<file path="src/rtl/crt_pkg.sv">
`timescale 1ns/1ps
package crt_pkg;

    typedef enum logic [2:0] {
        MODE_RELOAD  = 3'd0,
        MODE_UPDOWN  = 3'd1,
        MODE_CAPTURE = 3'd2,
        MODE_BAUD    = 3'd3,
        MODE_CLKOUT  = 3'd4
    } crt_mode_e;

    // Resolve the mode select inputs in fixed priority order.
    function automatic crt_mode_e crt_pick_mode(input logic clkout, input logic baud,
                                                input logic cap, input logic updown);
        if (clkout)      return MODE_CLKOUT;
        else if (baud)   return MODE_BAUD;
        else if (cap)    return MODE_CAPTURE;
        else if (updown) return MODE_UPDOWN;
        else             return MODE_RELOAD;
    endfunction

endpackage

</file>
<file path="src/rtl/crt_prescaler.sv">
`timescale 1ns/1ps
module crt_prescaler #(
    parameter int MC_DIV   = 12,
    parameter int FAST_DIV = 2
) (
    input  logic clk,
    input  logic rst_n,
    output logic mc_tick_o,
    output logic fast_tick_o
);
    localparam int MCW = (MC_DIV > 1) ? $clog2(MC_DIV) : 1;
    localparam int FW  = (FAST_DIV > 1) ? $clog2(FAST_DIV) : 1;
    localparam logic [MCW-1:0] MC_LAST = MCW'(MC_DIV - 1);
    localparam logic [FW-1:0]  F_LAST  = FW'(FAST_DIV - 1);

    logic [MCW-1:0] mc_d, mc_q;
    logic [FW-1:0]  f_d, f_q;

    always_comb begin
        mc_d = (mc_q == MC_LAST) ? '0 : mc_q + 1'b1;
        f_d  = (f_q == F_LAST) ? '0 : f_q + 1'b1;
    end

    always_ff @(posedge clk) begin
        if (!rst_n) begin
            mc_q <= '0;
            f_q  <= '0;
        end else begin
            mc_q <= mc_d;
            f_q  <= f_d;
        end
    end

    assign mc_tick_o   = (mc_q == MC_LAST);
    assign fast_tick_o = (f_q == F_LAST);
endmodule

</file>
<file path="src/rtl/crt_sync.sv">
`timescale 1ns/1ps
module crt_sync #(
    parameter int STAGES = 2
) (
    input  logic clk,
    input  logic rst_n,
    input  logic pin_i,
    output logic level_o
);
    logic [STAGES-1:0] chain_d, chain_q;

    generate
        if (STAGES == 1) begin : g_one
            always_comb chain_d = pin_i;
        end else begin : g_many
            always_comb chain_d = {chain_q[STAGES-2:0], pin_i};
        end
    endgenerate

    // Pins idle high, so the chain resets to ones.
    always_ff @(posedge clk) begin
        if (!rst_n) chain_q <= '1;
        else        chain_q <= chain_d;
    end

    assign level_o = chain_q[STAGES-1];
endmodule

</file>
<file path="src/rtl/capture_reload_timer.sv">
`timescale 1ns/1ps
module capture_reload_timer #(
    parameter int W           = 16,
    parameter int MC_DIV      = 12,
    parameter int FAST_DIV    = 2,
    parameter int SYNC_STAGES = 2
) (
    input  logic         clk,
    input  logic         rst_n,
    input  logic         run_i,
    input  logic         cnt_sel_i,
    input  logic         cap_mode_i,
    input  logic         updown_i,
    input  logic         baud_en_i,
    input  logic         clkout_en_i,
    input  logic         evt_en_i,
    input  logic         cnt_pin_i,
    input  logic         evt_pin_i,
    input  logic         clr_ovf_i,
    input  logic         clr_evt_i,
    input  logic         wr_cnt_i,
    input  logic         wr_cap_i,
    input  logic [W-1:0] wr_data_i,
    output logic         ovf_flag_o,
    output logic         evt_flag_o,
    output logic         irq_o,
    output logic         baud_pulse_o,
    output logic         clk_out_o,
    output logic [W-1:0] count_o,
    output logic [W-1:0] capture_o
);
    import crt_pkg::*;

    localparam logic [W-1:0] TOP = '1;

    typedef struct packed {
        logic [W-1:0] cnt;
        logic [W-1:0] cap;
        logic         ovf;
        logic         evt;
        logic         clk_out;
        logic         pulse;
        logic         started;
        logic         cnt_prev;
        logic         evt_prev;
    } crt_state_t;

    crt_state_t s_d, s_q;

    logic      mc_tick, fast_tick;
    logic      cnt_lvl, evt_lvl;
    logic      cnt_fall, evt_fall;
    logic      active, step, at_top, wrap_hit, grab, evt_base;
    crt_mode_e mode;

    crt_prescaler #(.MC_DIV(MC_DIV), .FAST_DIV(FAST_DIV)) i_presc (
        .clk         (clk),
        .rst_n       (rst_n),
        .mc_tick_o   (mc_tick),
        .fast_tick_o (fast_tick)
    );

    crt_sync #(.STAGES(SYNC_STAGES)) i_sync_cnt (
        .clk     (clk),
        .rst_n   (rst_n),
        .pin_i   (cnt_pin_i),
        .level_o (cnt_lvl)
    );

    crt_sync #(.STAGES(SYNC_STAGES)) i_sync_evt (
        .clk     (clk),
        .rst_n   (rst_n),
        .pin_i   (evt_pin_i),
        .level_o (evt_lvl)
    );

    assign mode = crt_pick_mode(clkout_en_i, baud_en_i, cap_mode_i, updown_i);

    always_comb begin
        s_d         = s_q;
        s_d.started = run_i;
        s_d.pulse   = 1'b0;
        s_d.cnt_prev = cnt_lvl;
        s_d.evt_prev = evt_lvl;

        cnt_fall = s_q.cnt_prev & ~cnt_lvl;
        evt_fall = s_q.evt_prev & ~evt_lvl;
        active   = run_i & s_q.started;
        at_top   = (s_q.cnt == TOP);
        wrap_hit = 1'b0;

        unique case (mode)
            MODE_CLKOUT: step = fast_tick;
            MODE_BAUD:   step = cnt_sel_i ? cnt_fall : fast_tick;
            default:     step = cnt_sel_i ? cnt_fall : mc_tick;
        endcase

        // Clears first, so that a same-cycle set wins.
        s_d.ovf  = s_q.ovf & ~clr_ovf_i;
        evt_base = s_q.evt & ~clr_evt_i;
        s_d.evt  = evt_base;

        if (active && step) begin
            unique case (mode)
                MODE_CAPTURE: begin
                    s_d.cnt = s_q.cnt + 1'b1;
                    if (at_top) s_d.ovf = 1'b1;
                end
                MODE_RELOAD: begin
                    if (at_top) begin
                        s_d.cnt = s_q.cap;
                        s_d.ovf = 1'b1;
                    end else begin
                        s_d.cnt = s_q.cnt + 1'b1;
                    end
                end
                MODE_UPDOWN: begin
                    if (evt_lvl) begin
                        if (at_top) begin
                            s_d.cnt  = s_q.cap;
                            wrap_hit = 1'b1;
                        end else begin
                            s_d.cnt = s_q.cnt + 1'b1;
                        end
                    end else begin
                        if (s_q.cnt == s_q.cap) begin
                            s_d.cnt  = TOP;
                            wrap_hit = 1'b1;
                        end else begin
                            s_d.cnt = s_q.cnt - 1'b1;
                        end
                    end
                    if (wrap_hit) begin
                        s_d.ovf = 1'b1;
                        s_d.evt = ~evt_base;
                    end
                end
                MODE_BAUD: begin
                    if (at_top) begin
                        s_d.cnt   = s_q.cap;
                        s_d.pulse = 1'b1;
                    end else begin
                        s_d.cnt = s_q.cnt + 1'b1;
                    end
                end
                MODE_CLKOUT: begin
                    if (at_top) begin
                        s_d.cnt     = s_q.cap;
                        s_d.clk_out = ~s_q.clk_out;
                    end else begin
                        s_d.cnt = s_q.cnt + 1'b1;
                    end
                end
                default: ;
            endcase
        end

        grab = active & evt_fall & evt_en_i &
               ((mode == MODE_CAPTURE) | (mode == MODE_BAUD) | (mode == MODE_CLKOUT));
        if (grab) s_d.evt = 1'b1;

        if (grab && (mode == MODE_CAPTURE)) s_d.cap = s_q.cnt;
        else if (wr_cap_i)                  s_d.cap = wr_data_i;

        if (wr_cnt_i) s_d.cnt = wr_data_i;
    end

    always_ff @(posedge clk) begin
        if (!rst_n) begin
            s_q          <= '0;
            s_q.cnt_prev <= 1'b1;
            s_q.evt_prev <= 1'b1;
        end else begin
            s_q <= s_d;
        end
    end

    assign ovf_flag_o   = s_q.ovf;
    assign evt_flag_o   = s_q.evt;
    assign irq_o        = s_q.ovf | (s_q.evt & (mode != MODE_UPDOWN));
    assign baud_pulse_o = s_q.pulse;
    assign clk_out_o    = s_q.clk_out;
    assign count_o      = s_q.cnt;
    assign capture_o    = s_q.cap;
endmodule

</file>
<file path="config.mk">
export PLATFORM = sky130hd
export DESIGN_NAME = capture_reload_timer
export DESIGN_NICKNAME = d
export VERILOG_FILES = /design/src/rtl/crt_pkg.sv /design/src/rtl/crt_prescaler.sv /design/src/rtl/crt_sync.sv /design/src/rtl/capture_reload_timer.sv
export SDC_FILE = /design/constraint.sdc
export NUM_CORES = 1
export LEC_CHECK = 0
export CORE_MARGIN = 1.5
export CORE_UTILIZATION = 37
export CTS_CLUSTER_DIAMETER = 40
export DETAILED_ROUTE_END_ITERATION = 16
export MAX_ROUTING_LAYER = met4
export PLACE_DENSITY = 0.71
export RECOVER_POWER = 50
export REMOVE_ABC_BUFFERS = 1
export SLEW_MARGIN = 5
export SYNTH_ARGS = -nofsm -noshare
export SYNTH_HDL_FRONTEND = slang
export SYNTH_SLANG_ARGS = --single-unit
</file>
<file path="constraint.sdc">
create_clock -name clk -period 3 [get_ports clk]
set_input_delay 0.9 -clock clk [delete_from_list [all_inputs] [get_ports clk]]
set_output_delay 0.9 -clock clk [all_outputs]
set_load 0.005 [all_outputs]
</file>
Yosys cells after proc, flatten, opt, wreduce, memory -nomap -nowiden
Cells that the tools add are included.
{ "classes": {"reduce_logical": 13, "bitwise": 19, "addsub": 4, "n_eq_ne": 8, "muxes": 29} }
{ "op_table": {"columns": ["op", "n"], "rows": [
  ["16-bit 2-to-1 mux", 7],
  ["16-bit one-hot mux with 3 select lines", 1],
  ["16-bit by 1-bit adder with 16-bit output (second input constant)", 1],
  ["16-bit == test", 1],
  ["16-bit == test (second input constant)", 1],
  ["16-bit by 1-bit subtractor with 16-bit output (second input constant)", 1],
  ["1-bit 2-to-1 mux", 14],
  ["1-bit AND", 9],
  ["1-bit inverter", 7],
  ["3-bit by 2-bit == test with 1-bit output (second input constant)", 2],
  ["2-bit 2-to-1 mux", 3],
  ["3-bit AND reduction", 2],
  ["2-bit OR reduction", 3],
  ["4-bit by 1-bit adder with 4-bit output (second input constant)", 1],
  ["4-bit == test (second input constant)", 1],
  ["4-bit 2-to-1 mux", 1],
  ["1-bit one-hot mux with 2 select lines", 2],
  ["2-bit nonzero test", 2],
  ["4-bit nonzero test", 1],
  ["3-bit by 1-bit == test with 1-bit output (second input constant)", 1],
  ["3-bit == test (second input constant)", 1],
  ["3-bit zero test", 1],
  ["3-bit 2-to-1 mux", 1],
  ["3-bit by 1-bit != test with 1-bit output (second input constant)", 1],
  ["other kinds (5)", 8]
]} }
{ "totals": {"input_bits": 31, "out_inout_bits": 37, "word_cells": 86, "ff_bits": 48} }

Longest topological paths before layout
Gate-level depths: netlist (run 1).
{ "depth": {"ltp_word": 12, "ltp_mapped": 9, "mapped_depth_nobuf": 8} }

Modules after synthesis
From an unflattened synthesis (run 1), not the netlist that was laid out.
{ "hier_totals": {"cells_unflattened": 451, "area_unflattened_um2": 3636.0} }
{ "modules_own_cells": {"columns": ["module", "seq_area_each_um2", "cells_each", "instances", "area_each_um2"], "rows": [
  ["capture_reload_timer", 780.7, 423, 1, 3335.7],
  ["crt_prescaler", 100.1, 20, 1, 195.2],
  ["crt_sync", 40.0, 4, 2, 52.6]
]} }

Worst setup path before layout (run 1)
No wires, ideal clock.
{ "synth_timing": {"path_type": "in2out", "startpoint": "in clkout_en_i", "endpoint": "out irq_o", "slack_ns": 0.400, "stages": 2, "required_time_ns": 2.100, "path_buffers": 0, "arrival_time_ns": 1.700, "path_cell_list": "or4b_1 > a21o_1"} }
{ "synth_via": {"elab_chain_cells": 4} }
{ "synth_rtl": {"columns": ["item", "line_no", "source"], "rows": [
  ["from (decl)", "capture_reload_timer.sv:15", "input logic clkout_en_i,"],
  ["3-bit 2-to-1 mux", "crt_pkg.sv:15", "if (clkout) return MODE_CLKOUT;"],
  ["3-bit by 1-bit != test with 1-bit output", "capture_reload_timer.sv:180", "assign irq_o = s_q.ovf | (s_q.evt & (mode != MODE_UPDOWN));"],
  ["1-bit AND", "capture_reload_timer.sv:180", null],
  ["1-bit bitwise OR", "capture_reload_timer.sv:180", null],
  ["to (decl)", "capture_reload_timer.sv:26", "output logic irq_o,"]
]} }
Every way passes these cells.

Worst setup path after layout (run 1)
{ "layout_timing": {"startpoint": "in baud_en_i", "endpoint": "out irq_o"} }
{ "layout_via": {"elab_chain_cells": 5} }
{ "layout_rtl": {"columns": ["item", "line_no", "source"], "rows": [
  ["from (decl)", "capture_reload_timer.sv:14", "input logic baud_en_i,"],
  ["2-bit 2-to-1 mux", "crt_pkg.sv:16", "else if (baud) return MODE_BAUD;"],
  ["3-bit 2-to-1 mux", "crt_pkg.sv:15", null],
  ["3-bit by 1-bit != test with 1-bit output", "capture_reload_timer.sv:180", null],
  ["1-bit AND", "capture_reload_timer.sv:180", null],
  ["1-bit bitwise OR", "capture_reload_timer.sv:180", null]
]} }
Every way passes these cells.

==> results of run 1 <==
## worst max-delay path, cell delays in order
cell and delay (ns):
sky130_fd_sc_hd__dlygate4sd2_1 0.24, sky130_fd_sc_hd__or4b_4 0.54, sky130_fd_sc_hd__a21o_1 0.16, sky130_fd_sc_hd__buf_2 0.12
## layer usage
layer | GRT usage | wire length, um
met3 | 0.03259 | 714
met5 | - | 0
met1 | 0.2939 | 4705
met2 | 0.3430 | 4895
met4 | 0.07042 | 157
## cell usage in the layout, fill, tap and decap left out, types with 7 or more instances in the layout
master	count
sky130_fd_sc_hd__a211oi_1	19
sky130_fd_sc_hd__a21oi_1	9
sky130_fd_sc_hd__a31oi_1	7
sky130_fd_sc_hd__buf_4	33
sky130_fd_sc_hd__clkdlybuf4s50_1	33
sky130_fd_sc_hd__dfxtp_1	48
sky130_fd_sc_hd__dlygate4sd3_1	29
sky130_fd_sc_hd__mux2i_1	18
sky130_fd_sc_hd__nand2_1	43
sky130_fd_sc_hd__nand2b_1	9
sky130_fd_sc_hd__nand3_1	8
sky130_fd_sc_hd__nand4_1	7
sky130_fd_sc_hd__nor2_1	45
sky130_fd_sc_hd__nor3_1	7
sky130_fd_sc_hd__nor4_1	10
sky130_fd_sc_hd__o21ai_0	23
sky130_fd_sc_hd__xnor2_1	12
sky130_fd_sc_hd__xor2_1	25
## registers in the layout (all words and copies together), names as in the netlist
name / count
i_presc.fast_tick_o: 1
s_q: 3
i_sync_evt.chain_q: 2
i_presc.mc_q: 4
ovf_flag_o: 1
baud_pulse_o: 1
evt_flag_o: 1
count_o: 16
i_sync_cnt.chain_q: 2
capture_o: 16
clk_out_o: 1
## final timing paths
check / startpoint / end / slack, ns / depth (start not counted)
min reg2reg: i_sync_cnt.chain_q[0] / i_sync_cnt.chain_q[1] / 0.42 / 1
min: i_sync_cnt.chain_q[0] / i_sync_cnt.chain_q[1] / 0.42 / 1
max: baud_en_i / irq_o / 0.14 / 4
max reg2reg: count_o[0] / evt_flag_o / 0.43 / 6
## power by group through the flow
stage | Combinational [mW] | Sequential, mW | Clock, mW
4_1_cts | 0.352 | 0.731 | 0.514
3_3_place_gp | 0.345 | 0.744 | 0
6_report | 0.344 | 0.731 | 0.501
5_1_grt | 0.380 | 0.739 | 0.531
2_1_floorplan | 0.170 | 0.738 | 0
3_5_place_dp | 0.350 | 0.746 | 0
## cell type report
class                      instances  area (um^2)
tap                              129        161.4
timing repair buffer             103        955.9
fill                             937         4865
clock inverter                     3        47.55
sequential                        48        960.9
inverter                           7        26.28
multi-input combinational        327         2155
clock buffer                       5        68.82
## synthesized netlist by cell type (3+ instances only)
| library cell | instances |
|---|---|
| sky130_fd_sc_hd__a211oi_1 | 19 |
| sky130_fd_sc_hd__a31oi_1 | 7 |
| sky130_fd_sc_hd__mux2i_1 | 18 |
| sky130_fd_sc_hd__nand3_1 | 8 |
| sky130_fd_sc_hd__nor3_1 | 7 |
| sky130_fd_sc_hd__clkbuf_1 | 21 |
| sky130_fd_sc_hd__nand4_1 | 7 |
| sky130_fd_sc_hd__xor2_1 | 25 |
| sky130_fd_sc_hd__o21ai_0 | 24 |
| sky130_fd_sc_hd__nand2_1 | 43 |
| sky130_fd_sc_hd__nand3b_1 | 3 |
| sky130_fd_sc_hd__buf_2 | 10 |
| sky130_fd_sc_hd__a32o_1 | 6 |
| sky130_fd_sc_hd__a2bb2oi_1 | 6 |
| sky130_fd_sc_hd__or2_2 | 3 |
| sky130_fd_sc_hd__o2111ai_1 | 3 |
| sky130_fd_sc_hd__nor2b_1 | 4 |
| sky130_fd_sc_hd__and2_1 | 4 |
| sky130_fd_sc_hd__and3_1 | 6 |
| sky130_fd_sc_hd__or4_1 | 4 |
| sky130_fd_sc_hd__ha_1 | 3 |
| sky130_fd_sc_hd__a21oi_1 | 9 |
| sky130_fd_sc_hd__nor2_1 | 45 |
| sky130_fd_sc_hd__nand2b_1 | 9 |
| sky130_fd_sc_hd__xnor2_1 | 12 |
| sky130_fd_sc_hd__nor4_1 | 10 |
| sky130_fd_sc_hd__o21a_1 | 5 |
| sky130_fd_sc_hd__o32ai_1 | 4 |
| sky130_fd_sc_hd__inv_1 | 6 |
| sky130_fd_sc_hd__buf_4 | 34 |
| sky130_fd_sc_hd__dfxtp_1 | 48 |
## kinds of logic after synthesis
kind of cell,after synthesis,synth area share
fa+ha+maj,3,0.01061
buf+inv,74,0.1206
simple gates,164,0.2380
mux,19,0.05410
xor+xnor,37,0.09158
compound gates,104,0.2136
flops,48,0.2716
## what timing repair did
action | in CTS | in global routing
pin swaps | 2 | 0
hold buffers | 0 | 0
buffers inserted | 1 | 0
gates resized for setup | 8 | 2
gates cloned | 0 | 0
endpoints found under the setup margin | 1 | 2
==> results.md, run 1 <==
- Max transition margin: 0.2554
- Cell variety after synth: 61
- Clock Sinks: 48
- Maximum capacitance violations: 0
- DRT Wirelength: between 10 and 15 mm
- Cell area power density: between 300 and 400 nW/um^2
- Worst hold slack: approximately 0.42 ns
- Number of detailed-routing iterations run before antenna repair: 5
- IO buf count: 67
- Synth top area share: 0.2716
- Tightest Hold Check Type: flip-flop to flip-flop
- Die boundary height: between 100 and 150 um
- Number of synthesized flops with an enable pin: 0
- Switching power total: 467.3 uW
- Row count: 35
- Arrival time worst endpoint: ~2.0 ns
- Clock transition at path regs: about 0.10 ns
- Total negative slack for setup checks: 0 ns
- Cell-internal power: around 1.1 mW
- Post-synthesis to final-layout area growth: 23.66%
- Number of hold violations in the final report: 0
- Leading register cell type out of synthesis: sky130_fd_sc_hd__dfxtp_1
- Achievable Freq: 0.3496 GHz
- Required time of the worst setup path: between 2 and 2.5 ns
- Die X: roughly 100 um
- Class of the most critical setup path: input port to output port
- Maximum VDD drop: ~0.26 mV
- Cell area after layout: ~4400 um^2
- Detailed Place HPWL: 7.774 mm
- Slack of the critical path: 0.1392 ns
- Status: completed
- Synth async-reset ratio: 0
- RSZ-0062 raised after global routing: false
- NumNets Final: 526
- Library cell with the largest summed area after synthesis: sky130_fd_sc_hd__dfxtp_1
- Post-DR vias/cell: 5.471
- Num CTS Buffers: 5
- Number of diodes: 0
- Clock Latency Late Sink: between 0.3 and 0.4 ns
- Initial core utilization: 0.3829
- Relative contribution of combinational cells to total power: 0.218
- Initial antenna violation count: 0
- Top post-synthesis cells by area: sky130_fd_sc_hd__dfxtp_1 27%, sky130_fd_sc_hd__buf_4 7.2%, sky130_fd_sc_hd__xor2_1 6.2%
- Inst Count DP: between 600 and 700
- Worst-path fanout max: 2
- Routed via count: between 3,000 and 4,000
- Vias in the first global route: ~3,300
- Total chip power: ~1.6 mW
- Total of endpoints with negative setup slack in the final report: 0
- Antenna Nets Post-Route: 0
- Final routed wire length divided by cell count: about 17 um
- Kind of start point of the critical path: input port
- Endpoint class of the critical path: output port
- Transition at the pin with the smallest max-transition slack: 1.117 ns
- P_leak: 1.791 nW
- Number of synthesized register bits: between 40 and 50
- Post-placement worst setup slack: -0.3998 ns
- Number of cells in the finished layout apart from fillers: a little over 600
- Per-instance average area after synthesis: between 7 and 8 um^2
- Cell count after synthesis: 449
- Post-Syn Area: about 3500 um^2
- Level count of the clock H-tree: 2
- Maximum number of pins on one net before global-route repair: 33
- Weighted congestion at the end of routability-driven global placement: 0.9739
- I/O pin count: a little under 70
- Share of final-layout standard cells stronger than drive strength 1: 0.1197
- Post-Route Skew: around 0.011 ns
- Minimum clock period: between 2 and 3 ns
- Number of violations reported at the end of detailed-routing iteration 0: 170
- Share of power burned in the clock network: 0.318
- Remaining Overflow, GRT: 0
- Final worst path period share: 0.9536
- Wire length of the first global-routing pass: around 17 mm
- Fraction of power spent switching nets: 0.2964
- Final slew viol count: 0
- Root cell of the clock tree: sky130_fd_sc_hd__clkbuf_8
- Sequential element share of the synthesized area: 0.2716
- Total cell area at the placement stage: between 4000 and 5000 um^2
- Maximum root-to-sink buffer count: 2
- Sequential fraction of design power: 0.464
- Total Routing Usage GR: 0.2204
- Total number of yosys warnings: 0
- Util after Layout: 0.4735
- Standard cell core area: a little over 9000 um^2
- Full die area: 10,160 um^2
- CTS tree: yes
- Final routed DRC violation total: 0
(Power assumes the default switching activity.)
==> inputs of run 2 (changes only) <==
--- a/config.mk
+++ b/config.mk
@@ -7,7 +7,8 @@
 export LEC_CHECK = 0
 export CORE_MARGIN = 1.5
 export CORE_UTILIZATION = 37
-export CTS_CLUSTER_DIAMETER = 40
+export CTS_CLUSTER_DIAMETER = 150
+export CTS_CLUSTER_SIZE = 16
 export DETAILED_ROUTE_END_ITERATION = 16
 export MAX_ROUTING_LAYER = met4
 export PLACE_DENSITY = 0.71
==> results of run 2 <==
Same layout as run 1: the final DEF is identical, and so are final timing and power.
